--- src/rtl/rsv_pkg.sv ---
package rsv_pkg;
  localparam int NUM_FLT = 4;

  localparam int FLT_IO   = 0;
  localparam int FLT_CORE = 1;
  localparam int FLT_BATT = 2;
  localparam int FLT_TEMP = 3;

  typedef enum logic [1:0] {
    ST_HOLD  = 2'd0,
    ST_BLANK = 2'd1,
    ST_IDLE  = 2'd2
  } sup_state_e;
endpackage

--- src/rtl/rsv_sync.sv ---
module rsv_sync #(
  parameter int         W       = 1,
  parameter int         STAGES  = 2,
  parameter logic [W-1:0] RST_VAL = '0
) (
  input  logic         clk,
  input  logic         rst,
  input  logic [W-1:0] d,
  output logic [W-1:0] q
);
  logic [STAGES-1:0][W-1:0] stg;

  always_ff @(posedge clk) begin
    if (rst) begin
      stg <= {STAGES{RST_VAL}};
    end else begin
      stg <= {stg[STAGES-2:0], d};
    end
  end

  assign q = stg[STAGES-1];
endmodule

--- src/rtl/rsv_deglitch.sv ---
module rsv_deglitch #(
  parameter int FILT_CYC = 150
) (
  input  logic clk,
  input  logic rst,
  input  logic s_i,
  output logic qual_o
);
  localparam int CW = (FILT_CYC < 2) ? 1 : $clog2(FILT_CYC + 1);
  localparam logic [CW-1:0] LAST = CW'(FILT_CYC - 1);

  logic [CW-1:0] run_cnt;

  always_ff @(posedge clk) begin
    if (rst) begin
      run_cnt <= '0;
      qual_o  <= 1'b0;
    end else if (!s_i) begin
      run_cnt <= '0;
      qual_o  <= 1'b0;
    end else if (run_cnt == LAST) begin
      qual_o  <= 1'b1;
    end else begin
      run_cnt <= run_cnt + 1'b1;
    end
  end
endmodule

--- src/rtl/rsv_ctrl.sv ---
module rsv_ctrl
  import rsv_pkg::*;
#(
  parameter int HOLD_CYC  = 50000,
  parameter int BLANK_CYC = 500,
  parameter int N         = NUM_FLT
) (
  input  logic         clk,
  input  logic         rst,
  input  logic [N-1:0] qual_i,
  input  logic         line_s_i,
  output logic         line_n_o,
  output logic [N-1:0] cause_o,
  output logic         ext_o,
  output logic         idle_o
);
  localparam int HW = (HOLD_CYC < 2) ? 1 : $clog2(HOLD_CYC + 1);
  localparam int BW = (BLANK_CYC < 2) ? 1 : $clog2(BLANK_CYC + 1);
  localparam logic [HW-1:0] HOLD_LAST  = HW'(HOLD_CYC - 1);
  localparam logic [BW-1:0] BLANK_LAST = BW'(BLANK_CYC - 1);

  sup_state_e    st;
  logic [HW-1:0] hold_cnt;
  logic [BW-1:0] blank_cnt;
  logic          any_q;
  logic          ext_req;

  assign any_q   = |qual_i;
  assign ext_req = !line_s_i;
  assign idle_o  = (st == ST_IDLE);

  always_ff @(posedge clk) begin
    if (rst) begin
      st        <= ST_HOLD;
      hold_cnt  <= '0;
      blank_cnt <= '0;
      line_n_o  <= 1'b0;
      cause_o   <= '0;
      ext_o     <= 1'b0;
    end else begin
      unique case (st)
        ST_HOLD: begin
          cause_o <= cause_o | qual_i;
          if (any_q) begin
            hold_cnt <= '0;
          end else if (hold_cnt == HOLD_LAST) begin
            st        <= ST_BLANK;
            line_n_o  <= 1'b1;
            hold_cnt  <= '0;
            blank_cnt <= '0;
            cause_o   <= '0;
            ext_o     <= 1'b0;
          end else begin
            hold_cnt <= hold_cnt + 1'b1;
          end
        end
        ST_BLANK: begin
          if (any_q) begin
            st       <= ST_HOLD;
            line_n_o <= 1'b0;
            hold_cnt <= '0;
            cause_o  <= qual_i;
            ext_o    <= 1'b0;
          end else if (blank_cnt == BLANK_LAST) begin
            st <= ST_IDLE;
          end else begin
            blank_cnt <= blank_cnt + 1'b1;
          end
        end
        ST_IDLE: begin
          if (any_q || ext_req) begin
            st       <= ST_HOLD;
            line_n_o <= 1'b0;
            hold_cnt <= '0;
            cause_o  <= qual_i;
            ext_o    <= ext_req;
          end
        end
        default: begin
          st       <= ST_HOLD;
          line_n_o <= 1'b0;
          hold_cnt <= '0;
        end
      endcase
    end
  end
endmodule

--- src/rtl/rsv_supervisor.sv ---
module rsv_supervisor
  import rsv_pkg::*;
#(
  parameter int FILT_CYC    = 150,
  parameter int HOLD_CYC    = 50000,
  parameter int BLANK_CYC   = 500,
  parameter int SYNC_STAGES = 2
) (
  input  logic               clk,
  input  logic               rst,
  input  logic [NUM_FLT-1:0] fault_i,
  input  logic               line_sense_i,
  output logic               rst_line_n_o,
  output logic [NUM_FLT-1:0] cause_o,
  output logic               ext_cause_o
);
  localparam int SW = NUM_FLT + 1;
  localparam logic [SW-1:0] SYNC_RST = {1'b1, {NUM_FLT{1'b0}}};

  logic [SW-1:0]      sync_q;
  logic [NUM_FLT-1:0] fault_s;
  logic               line_s;
  logic [NUM_FLT-1:0] qual;
  logic               ctrl_idle;

  rsv_sync #(
    .W       (SW),
    .STAGES  (SYNC_STAGES),
    .RST_VAL (SYNC_RST)
  ) u_sync (
    .clk (clk),
    .rst (rst),
    .d   ({line_sense_i, fault_i}),
    .q   (sync_q)
  );

  assign fault_s = sync_q[NUM_FLT-1:0];
  assign line_s  = sync_q[NUM_FLT];

  generate
    for (genvar i = 0; i < NUM_FLT; i++) begin : g_flt
      rsv_deglitch #(
        .FILT_CYC (FILT_CYC)
      ) u_dg (
        .clk    (clk),
        .rst    (rst),
        .s_i    (fault_s[i]),
        .qual_o (qual[i])
      );
    end
  endgenerate

  rsv_ctrl #(
    .HOLD_CYC  (HOLD_CYC),
    .BLANK_CYC (BLANK_CYC),
    .N         (NUM_FLT)
  ) u_ctrl (
    .clk      (clk),
    .rst      (rst),
    .qual_i   (qual),
    .line_s_i (line_s),
    .line_n_o (rst_line_n_o),
    .cause_o  (cause_o),
    .ext_o    (ext_cause_o),
    .idle_o   (ctrl_idle)
  );
endmodule

--- config.mk ---
export PLATFORM = sky130hd
export DESIGN_NAME = rsv_supervisor
export DESIGN_NICKNAME = d
export VERILOG_FILES = /design/src/rtl/rsv_pkg.sv /design/src/rtl/rsv_sync.sv /design/src/rtl/rsv_deglitch.sv /design/src/rtl/rsv_ctrl.sv /design/src/rtl/rsv_supervisor.sv
export SDC_FILE = /design/constraint.sdc
export NUM_CORES = 1
export LEC_CHECK = 0
export ABC_CLOCK_PERIOD_IN_PS = 4100
export BUFFER_PORTS_ARGS = -buffer_cell sky130_fd_sc_hd__buf_2
export CAP_MARGIN = 15
export CORE_MARGIN = 4
export CORE_UTILIZATION = 45
export CTS_BUF_LIST = sky130_fd_sc_hd__clkbuf_2
export DETAILED_ROUTE_END_ITERATION = 12
export SYNTH_ARGS = -nofsm -noshare
export SYNTH_HDL_FRONTEND = slang
export SYNTH_SLANG_ARGS = --single-unit
--- constraint.sdc ---
create_clock -name clk -period 4.1 [get_ports clk]
set_input_delay 0.615 -clock clk [delete_from_list [all_inputs] [get_ports clk]]
set_output_delay 0.615 -clock clk [all_outputs]
set_load 0.005 [all_outputs]
==> run_results.csv, run 1 <==
group,metric,value,unit
setup_path,cp-end-kind,"flip-flop",
clocking,cts.clk_slew.worst_paths,0.21,ns
yosys,synth_nets,411,
timing,maxSlewHeadroom,33.5,%
setup_path,cp_max_fo,4,
timing,worst_pin_slew,0.989,ns
clocking,clock_path_buffers,2,
layout,num-fill-cells,771,
timing,drv_slew,0,
grt,grt.total_usage,14.0,%
floorplan,ios,13,
layout,area_growth,7.55,%
power_and_ir_drop,power.total,1290,uW
power_and_ir_drop,p_clk_share,32.3,%
layout,drive_gt1_share,11.0,%
layout,n_antenna_cell,0,
setup_path,cp_cell_sequence,"nor4_1 > nand4b_1 > a2111oi_1 > nor4b_1 > a21o_1",
routing,detail-route-antenna-nets,0,
yosys,synth_edf_count,0,
power_and_ir_drop,seqPwrFrac,61.6,%
clocking,holdBufCountCts,0,
routing,drt-initial-drc-count,72,
timing,setup_tns,0,ns
timing,grt_setup_unrepaired,"no",
yosys,avgSynthCellArea,9.10,sq um
routing,drc,0,
routing,wl_per_cell,11.8,um
routing,vias_per_cell,5.02,
grt,overflow,0,
grt,first_global_vias,2508,
grt,grt_max_degree,30,
power_and_ir_drop,switching_share,25.9,%
timing,hold_violations,0,
yosys,ys.flop_type,"dfxtp_1",
placed_design,port_buffers,12,
clocking,post-cts-setup-buffers,0,
layout,seq_area,1580,sq um
routing,vias,2571,
run_status,run_status,"finished, final reports clean",
routing,drtPass1Iterations,4,
setup_path,slowest_delay,0.71,ns
floorplan,dieWidth,96.8,um
yosys,synth-async-reset-ratio,0,%
setup_path,required,4.53,ns
clocking,root_buffer,"clkbuf_2",
clocking,cts_tree,"yes",
timing,fin_crit_sh,56.0,%
timing,fmax,435,MHz
yosys,yosys.cell_types.count,51,
clocking,clock_latency,0.51,ns
timing,setup_viol,0,
yosys,ys_seq_elements,79,
timing,fin_crit,2.30,ns
layout,multiInputGateArea,1880,sq um
yosys,syn_area,3550,sq um
floorplan,initial_core_util,46.2,%
floorplan,core_region_area,7690,sq um
yosys,syn_inst,390,
floorplan,die-area,9370,sq um
clocking,cts_made_buffers,9,
grt,antenna_found_initial,0,
power_and_ir_drop,power_density,338,nW/um^2
yosys,synth_warnings,0,
timing,skew,0.0217,ns
power_and_ir_drop,power.internal,956,uW
grt,grt_pass1_wl,11.2,mm
setup_path,worst_setup_path_start_kind,"flip-flop",
placed_design,gp_congestion,0.820,
setup_path,cp.arrival,2.73,ns
floorplan,die_h,96.8,um
power_and_ir_drop,switchingPower,333,uW
worst_hold_path,hold_class,"in2reg",
clocking,htreeDepth,3,
setup_path,slowest_stage,"nor4_1",
layout,final_nets,426,
yosys,seq_area_frac_synth,44.6,%
timing,whs,0.277,ns
clocking,cts_sinks,79,
floorplan,rows,32,
power_and_ir_drop,p_leak,0.00146,uW
job,drv_cap,0,
placed_design,dpl.hpwl,4.34,mm
power_and_ir_drop,power_frac_comb,6.0,%
power_and_ir_drop,vdd_ir_drop_max,0.000135,V
setup_path,path_class,"reg2reg",
clocking,cts-resized-gates,0,
routing,drt-total-wl,6.03,mm
-- flip-flops by register name, indices dropped and copies added (netlist names) --
name / flops
u_ctrl.line_n_o: 1
g_flt.u_dg.run_cnt: 32
u_sync.stg: 5
u_ctrl.hold_cnt: 16
u_ctrl.blank_cnt: 9
u_sync.q: 5
u_ctrl.cause_o: 4
g_flt.u_dg.qual_o: 4
u_ctrl.st: 2
u_ctrl.ext_o: 1
-- Yosys cell counts (2+ instances only) --
library cell | instances | area (sq um)
clkbuf_1 | 6 | 22.5
nand2_1 | 10 | 37.5
nor4b_1 | 3 | 26.3
nor2b_1 | 13 | 81.3
and4b_1 | 2 | 20.0
and2_1 | 2 | 12.5
a21oi_1 | 17 | 85.1
a21o_1 | 4 | 30.0
nand2b_1 | 6 | 37.5
nor2_1 | 75 | 282
ha_1 | 14 | 175
xnor2_1 | 14 | 123
nor4bb_1 | 2 | 20.0
mux2i_1 | 2 | 20.0
or2_2 | 5 | 31.3
xor2_1 | 31 | 272
inv_1 | 12 | 45.0
o21ai_0 | 4 | 20.0
dfxtp_1 | 79 | 1580
nor3_1 | 12 | 60.1
nor4_1 | 5 | 31.3
nand4_1 | 13 | 81.3
a211oi_1 | 2 | 15.0
nand3_1 | 20 | 100
and3_1 | 9 | 56.3
nor4_2 | 2 | 25.0
and4_1 | 2 | 17.5
-- cells by family (layout without fill, tap and decap cells) --
| logic type | Yosys count | count (layout) | synth area share, % |
|---|---|---|---|
| simple gates | 190 | 190 | 28.2 |
| flops | 79 | 79 | 44.6 |
| xor+xnor | 45 | 45 | 11.1 |
| compound gates | 39 | 39 | 7.79 |
| buf+inv | 20 | 40 | 2.36 |
| fa+ha+maj | 14 | 14 | 4.94 |
| mux | 3 | 3 | 0.987 |
-- layer usage --
layer	wire [um]	up-vias	part of all wire [%]	global-route usage [%]
met5	0	-	0	0
met2	2650	26	44	21.2
met1	3110	1159	52	19.4
met4	95	0	1.6	6.05
met3	172	9	2.9	2.88
li1	-	1377	-	-
-- final timing paths --
check	startpoint	to	slack, ns	cells after the start
worst min-delay path	line_sense_i	u_sync.stg[4]	0.28	2
worst max-delay path	g_flt[0].u_dg.qual_o	u_ctrl.blank_cnt[7]	1.80	5
worst min register to register	u_sync.stg[4]	u_sync.q[4]	0.44	1
worst max register to register	g_flt[0].u_dg.qual_o	u_ctrl.blank_cnt[7]	1.80	5
-- placed cells by master, fill, tap and decap left out, drive strengths merged, types with 5 or more instances in the layout --
| master | netlist | routed |
|---|---|---|
| dfxtp | 79 | 79 |
| nor2 | 75 | 75 |
| xor2 | 31 | 31 |
| nand3 | 20 | 20 |
| a21oi | 18 | 18 |
| xnor2 | 14 | 14 |
| ha | 14 | 14 |
| nand4 | 14 | 14 |
| nor2b | 13 | 13 |
| inv | 12 | 12 |
| nor3 | 12 | 12 |
| buf | 2 | 12 |
| nand2 | 11 | 11 |
| and3 | 9 | 9 |
| clkbuf | 6 | 9 |
| nor4 | 7 | 7 |
| nand2b | 6 | 6 |
| or2 | 5 | 5 |
| clkinv | 0 | 5 |
-- per-stage QoR --
stage	setup WS, ns	area (sq um)	instances	util, %
after floorplan	2.11	3550	390	-
after global placement	1.87	3700	496	48.1
after detailed placement	1.85	3700	496	48.1
after CTS	1.80	3820	512	49.6
after global routing	1.58	3820	512	49.6
final	1.80	3820	512	49.6
-- worst max-delay path, delay by kind of cell (launching register included) --
family,cells,cell delay (ns)
flip-flops,1,0.38
AO/OA/AOI/OAI,2,0.72
AND/OR/NAND/NOR,3,1.12
-- power groups by stage --
stage          clock network [uW]  registers [uW]  logic [uW]
5_1_grt                       462             798        90.5
2_1_floorplan                   0             807        63.1
4_1_cts                       433             795        78.0
6_report                      417             795        77.9
3_5_place_dp                    0             809        77.2
3_3_place_gp                    0             810        77.7
-- layout make-up --
| type | instances | area share (%) |
|---|---|---|
| multi-input combinational | 291 | 49.3 |
| tap | 102 | 3.34 |
| clock inverter | 7 | 1.93 |
| sequential | 79 | 41.4 |
| inverter | 12 | 1.18 |
| timing repair buffer | 12 | 1.57 |
| clock buffer | 9 | 1.18 |
No activity file was read; power rests on OpenSTA's default activity.
==> run 2: changes to the inputs <==
--- a/config.mk
+++ b/config.mk
@@ -5,7 +5,7 @@
 export SDC_FILE = /design/constraint.sdc
 export NUM_CORES = 1
 export LEC_CHECK = 0
-export ABC_CLOCK_PERIOD_IN_PS = 4100
+export ABC_CLOCK_PERIOD_IN_PS = 2300
 export BUFFER_PORTS_ARGS = -buffer_cell sky130_fd_sc_hd__buf_2
 export CAP_MARGIN = 15
 export CORE_MARGIN = 4
==> constraint.sdc (replaced) <==
create_clock -name clk -period 2.3 [get_ports clk]
set_input_delay 0.345 -clock clk [delete_from_list [all_inputs] [get_ports clk]]
set_output_delay 0.345 -clock clk [all_outputs]
set_load 0.005 [all_outputs]
==> run_results.csv, run 2 (synthesis gave the netlist of run 1 again) <==
group,metric,value,unit
routing,vias_per_cell,5.10,
power_and_ir_drop,vdd_ir_drop_max,0.000370,V
timing,maxSlewHeadroom,54.1,%
power_and_ir_drop,p_clk_share,28.2,%
routing,maxUsedRoutingLayer,"met4",
routing,vias,2683,
floorplan,die-area,9370,sq um
timing,hold_violations,0,
timing,drv_slew,0,
power_and_ir_drop,switchingPower,582,uW
routing,drt-total-wl,6.52,mm
layout,area_growth,9.84,%
grt,first_global_vias,2489,
layout,drive_gt1_share,13.2,%
power_and_ir_drop,power.internal,1610,uW
placed_design,dpl_cell_area,3790,sq um
setup_path,path_class,"reg2reg",
placed_design,port_buffers,12,
floorplan,core_region_area,7690,sq um
routing,route.met2.wl,2.97,mm
run_status,run_status,"finished, final reports clean",
routing,wl_met3,265,um
timing,fmax,481,MHz
layout,largest_reg_flops,32,
routing,drc,0,
grt,antenna_found_initial,0,
clocking,htreeDepth,3,
grt,overflow,0,
floorplan,ios,13,
floorplan,dieWidth,96.8,um
power_and_ir_drop,seqPwrFrac,64.4,%
power_and_ir_drop,power_frac_comb,7.4,%
clocking,cts_tree,"yes",
routing,wl_per_cell,12.4,um
routing,detail-route-antenna-nets,0,
layout,top_register,"g_flt.u_dg.run_cnt",
power_and_ir_drop,switching_share,26.5,%
layout,final_cell_area,3900,sq um
routing,drt-initial-drc-count,81,
setup_path,required,2.72,ns
floorplan,initial_core_util,46.2,%
timing,setup_tns,0,ns
clocking,cts-resized-gates,0,
layout,final_nets,440,
timing,fin_crit_sh,90.5,%
placed_design,dp.cells,508,
clocking,clock_path_buffers,2,
setup_path,cp.arrival,2.50,ns
clocking,cts_sinks,79,
routing,wirelength_met1,3.20,mm
clocking,root_buffer,"clkbuf_2",
timing,fin_crit,2.08,ns
timing,grt_setup_unrepaired,"no",
clocking,cts.clk_slew.worst_paths,0.20,ns
clocking,clock_latency,0.52,ns
job,drv_cap,0,
layout,num-fill-cells,748,
power_and_ir_drop,power_density,563,nW/um^2
timing,setup_viol,0,
floorplan,rows,32,
layout,reg.largest.list,"g_flt.u_dg.run_cnt (32), u_ctrl.hold_cnt (16), u_ctrl.blank_cnt (9)",
grt,grt_max_degree,30,
floorplan,die_h,96.8,um
power_and_ir_drop,p_leak,0.00151,uW
setup_path,cp-end-kind,"flip-flop",
layout,layout_commonest_cell,"dfxtp_1",
timing,worst_pin_slew,0.688,ns
timing,whs,0.0608,ns
placed_design,dpl.hpwl,4.56,mm
grt,grt_pass1_wl,11.4,mm
clocking,cts_made_buffers,9,
layout,final_cell_mix,"dfxtp_1, nor2_1, xor2_1",
placed_design,gp_congestion,0.848,
layout,n_antenna_cell,0,
setup_path,cp_max_fo,7,
layout,instances_no_fill,526,
setup_path,worst_setup_path_start_kind,"flip-flop",
routing,drtPass1Iterations,4,
worst_hold_path,hold_class,"in2reg",
timing,skew,0.0272,ns
grt,grt.total_usage,14.6,%
## run 2: cell count changes in the layout (fill, tap and decap cells not counted)
cell | previous run | this run
clkinvlp_4 | 1 | 3
clkinv_4 | 3 | 1
clkbuf_2 | 9 | 11
clkinv_2 | 2 | 0
clkinv_1 | 0 | 1
dlygate4sd3_1 | 0 | 2
buf_4 | 0 | 12
bufinv_16 | 1 | 0
## run 2: power by group through the flow
stage	Clock, uW	Combinational, uW	Sequential [uW]
6_report	618	163	1410
2_1_floorplan	0	112	1440
4_1_cts	657	163	1410
3_3_place_gp	0	158	1440
3_5_place_dp	0	160	1440
5_1_grt	725	188	1420
## run 2: metal layers
layer	vias to the layer above	GRT usage (%)
li1	1405	-
met1	1228	18.9
met2	42	23.1
met3	8	5.19
met4	0	3.89
met5	-	0
## run 2: cell type report
cell class	instances	area [sq um]	share of cell area, %
repair buffers	26	170	4.37
inverters	12	45.0	1.16
clock buffers	11	55.1	1.41
clock inverters	5	35.0	0.899
well taps	102	128	3.27
multi-input cells	291	1880	48.3
flip-flops and latches	79	1580	40.6
## run 2: critical path, cell delays in order (launching register included)
cell and delay [ns]:
dfxtp_1 0.41, inv_1 0.09, ha_1 0.28, a21oi_1 0.23, o2111ai_1 0.36, nor4_1 0.43, xnor2_1 0.16, nor2_1 0.05
## run 2: path summary, 6_finish.rpt
path,startpoint,to,slack [ns],depth (start not counted)
max,u_ctrl.st[1],u_ctrl.hold_cnt[15],0.22,7
min,fault_i[2],u_sync.stg[2],0.06,2
max reg2reg,u_ctrl.st[1],u_ctrl.hold_cnt[15],0.22,7
min reg2reg,u_sync.stg[0],u_sync.q[0],0.44,1
## run 2: per-stage QoR
step                setup WS, ns  util, %  total power, uW
floorplan                  0.310        -             1550
global placement           0.219     49.3             1600
detailed placement         0.241     49.3             1600
CTS                        0.212     50.7             2230
global route              0.0426     50.7             2330
finish                     0.219     50.7             2190
## run 2: what timing repair did
action | 4_1_cts | 5_1_grt
hold endpoints to repair | 2 | 0
setup buffers | 0 | 0
hold buffers | 2 | 0
==> run 3: changes to the inputs <==
--- a/config.mk
+++ b/config.mk
@@ -5,6 +5,7 @@
 export SDC_FILE = /design/constraint.sdc
 export NUM_CORES = 1
 export LEC_CHECK = 0
+export ABC_AREA = 1
 export ABC_CLOCK_PERIOD_IN_PS = 2300
 export BUFFER_PORTS_ARGS = -buffer_cell sky130_fd_sc_hd__buf_2
 export CAP_MARGIN = 15
==> run_results.csv, run 3 <==
group,metric,value,unit
worst_hold_path,hold_depth,3,
layout,instances_no_fill,664,
setup_path,required,2.71,ns
yosys,synth-async-reset-ratio,0,%
grt,antenna_found_initial,0,
layout,drive_gt1_share,10.2,%
grt,overflow,0,
setup_path,reg2reg_depth,10,
routing,drtPass1Iterations,4,
yosys,yosysTopAreaCell,"dfxtp_1",
power_and_ir_drop,vdd_ir_drop_max,0.000251,V
routing,drt-initial-drc-count,129,
yosys,ys.flop_type,"dfxtp_1",
yosys,synth_top_cell_area_share,41.2,%
floorplan,die_h,100,um
setup_path,worst_setup_path_start_kind,"flip-flop",
grt,first_global_vias,2990,
clocking,cts.clk_slew.worst_paths,0.25,ns
clocking,cts_tree,"yes",
clocking,htreeDepth,3,
floorplan,core_region_area,8260,sq um
yosys,syn_area,3840,sq um
clocking,cts-resized-gates,0,
layout,n_antenna_cell,0,
timing,maxSlewHeadroom,67.2,%
setup_path,r2r-start,"u_ctrl.hold_cnt[0]",
timing,setup_tns,0,ns
timing,skew,0.0441,ns
yosys,synthTopCellsByArea,"dfxtp_1, nand2_1, nor2_1, inv_1, nand3_1",
routing,drc,0,
setup_path,worstReg2RegEnd,"u_ctrl.hold_cnt[10]",
worst_hold_path,min_from,"rst",
yosys,synth_nets,550,
yosys,synth_warnings,0,
worst_hold_path,whs_endpoint,"u_sync.q[0]",
layout,final_nets,575,
grt,grt.total_usage,15.4,%
timing,drv_slew,0,
floorplan,dieWidth,100,um
routing,detail-route-antenna-nets,0,
floorplan,ios,13,
layout,area_growth,8.28,%
timing,fin_crit_sh,74.2,%
layout,reg.largest.list,"g_flt.u_dg.run_cnt (32), u_ctrl.hold_cnt (16), u_ctrl.blank_cnt (9)",
layout,final_cell_mix,"nand2_1, nor2_1, dfxtp_1",
placed_design,dp.cells,643,
layout,layout_commonest_cell,"nand2_1",
routing,wl_per_cell,11.0,um
grt,grt_pass1_wl,12.9,mm
timing,setup_viol,0,
clocking,clock_path_buffers,2,
floorplan,rows,33,
timing,fmax,586,MHz
routing,drt-total-wl,7.28,mm
setup_path,cp-end-kind,"flip-flop",
placed_design,dpl_cell_area,4010,sq um
yosys,synth_most_common_cell,"nand2_1",
placed_design,gp_congestion,0.865,
yosys,seq_area_frac_synth,41.2,%
timing,grt_setup_unrepaired,"no",
setup_path,cp.arrival,2.11,ns
layout,top_register,"g_flt.u_dg.run_cnt",
timing,fin_crit,1.71,ns
routing,vias_per_cell,4.84,
clocking,cts_sinks,79,
job,drv_cap,0,
yosys,ys_seq_elements,79,
yosys,avgSynthCellArea,7.26,sq um
layout,final_cell_area,4160,sq um
routing,vias,3217,
clocking,root_buffer,"clkbuf_2",
power_and_ir_drop,power_density,507,nW/um^2
floorplan,die-area,10100,sq um
yosys,yosys.cell_types.count,35,
setup_path,cp_max_fo,14,
timing,whs,0.221,ns
yosys,syn_inst,529,
grt,grt_max_degree,20,
yosys,synth_edf_count,0,
timing,worst_pin_slew,0.491,ns
clocking,clock_latency,0.52,ns
setup_path,ff2ff_setup_slack,0.59,ns
power_and_ir_drop,p_leak,0.00160,uW
placed_design,port_buffers,12,
run_status,run_status,"finished, final reports clean",
worst_hold_path,hold_class,"in2reg",
placed_design,dpl.hpwl,5.28,mm
clocking,cts_made_buffers,9,
timing,hold_violations,0,
floorplan,initial_core_util,46.5,%
layout,largest_reg_flops,32,
yosys,synth_common_cells,"nand2_1, nor2_1, dfxtp_1",
setup_path,path_class,"reg2reg",
==> run 3: cell types whose count changed after synthesis, moves of 5 or more <==
cell | previous run | this run
nand2b_1 | 6 | 0
inv_1 | 12 | 64
nand3_1 | 20 | 44
o21ai_0 | 4 | 15
nand2_1 | 10 | 104
a21oi_1 | 17 | 33
and3_1 | 9 | 0
xnor2_1 | 14 | 8
xor2_1 | 31 | 15
nand2_2 | 1 | 7
nor2b_1 | 13 | 0
nor4_1 | 5 | 0
nor2_1 | 75 | 87
==> run 3: kinds of logic after synthesis <==
group / share of synthesized area [%]
DFF: 41.2
AOI/OAI and AO/OA: 7.99
buffers and inverters: 7.56
xor gates and xnor gates: 5.25
muxes: 0.261
and+or+nand+nor: 33.2
adders and majority gates: 4.56
==> run 3: layout make-up <==
type,instances,area [sq um]
Fill cell,869,4100
Multi-Input combinational cell,377,1970
Sequential cell,79,1580
Inverter,68,256
Tap cell,105,131
Timing Repair Buffer,19,125
Clock buffer,10,50.0
Clock inverter,6,45.0
==> run 3: what timing repair did <==
| item | CTS | global route |
|---|---|---|
| hold buffers | 5 | 0 |
| setup buffers | 0 | 0 |
| hold endpoints to repair | 5 | 0 |
==> run 3: how the worst max path moves through the flow <==
stage	startpoint	endpoint	slack (ns)	cells after the start
after floorplan	u_ctrl.st[0]	u_ctrl.hold_cnt[14]	0.84	12
after global placement	u_ctrl.hold_cnt[0]	u_ctrl.hold_cnt[4]	0.62	10
after detailed placement	u_ctrl.hold_cnt[0]	u_ctrl.hold_cnt[4]	0.59	10
after CTS	u_ctrl.hold_cnt[0]	u_ctrl.hold_cnt[10]	0.56	10
after global routing	u_ctrl.hold_cnt[0]	u_ctrl.hold_cnt[13]	0.37	10
final	u_ctrl.hold_cnt[0]	u_ctrl.hold_cnt[10]	0.59	10
==> run 3: power breakdown <==
part / internal [uW] / switching (uW) / total [uW]
logic: 24.4 / 33.5 / 57.9
registers: 1390 / 8.75 / 1400
clock network: 150 / 502 / 652
total: 1560 / 544 / 2110
==> run 3: stage by stage <==
stage	util (%)	total power [uW]	worst slack, ns
6_report	50.3	2110	0.594
5_1_grt	50.3	2200	0.373
4_1_cts	50.3	2150	0.558
3_5_place_dp	48.6	1480	0.593
3_3_place_gp	48.6	1470	0.617
2_1_floorplan	-	1460	0.838
==> run 3: routing by layer <==
metal  global-route usage (%)  share of wire [%]  up-vias
met3                     2.78                2.6        2
met4                     6.01               0.52        0
li1                         -                  -     1732
met2                     23.9                 45       28
met1                     21.1                 52     1455
met5                        0                  0        -
==> run 3: worst max-delay path, stage by stage (launching register included) <==
cell and delay (ns):
dfxtp_1 0.43, ha_1 0.20, nand2_1 0.07, inv_2 0.08
nand2_1 0.06, nor2_2 0.19, nand2_2 0.11, nand3_2 0.08
nand2_2 0.07, nand2_2 0.24, nor2_1 0.08
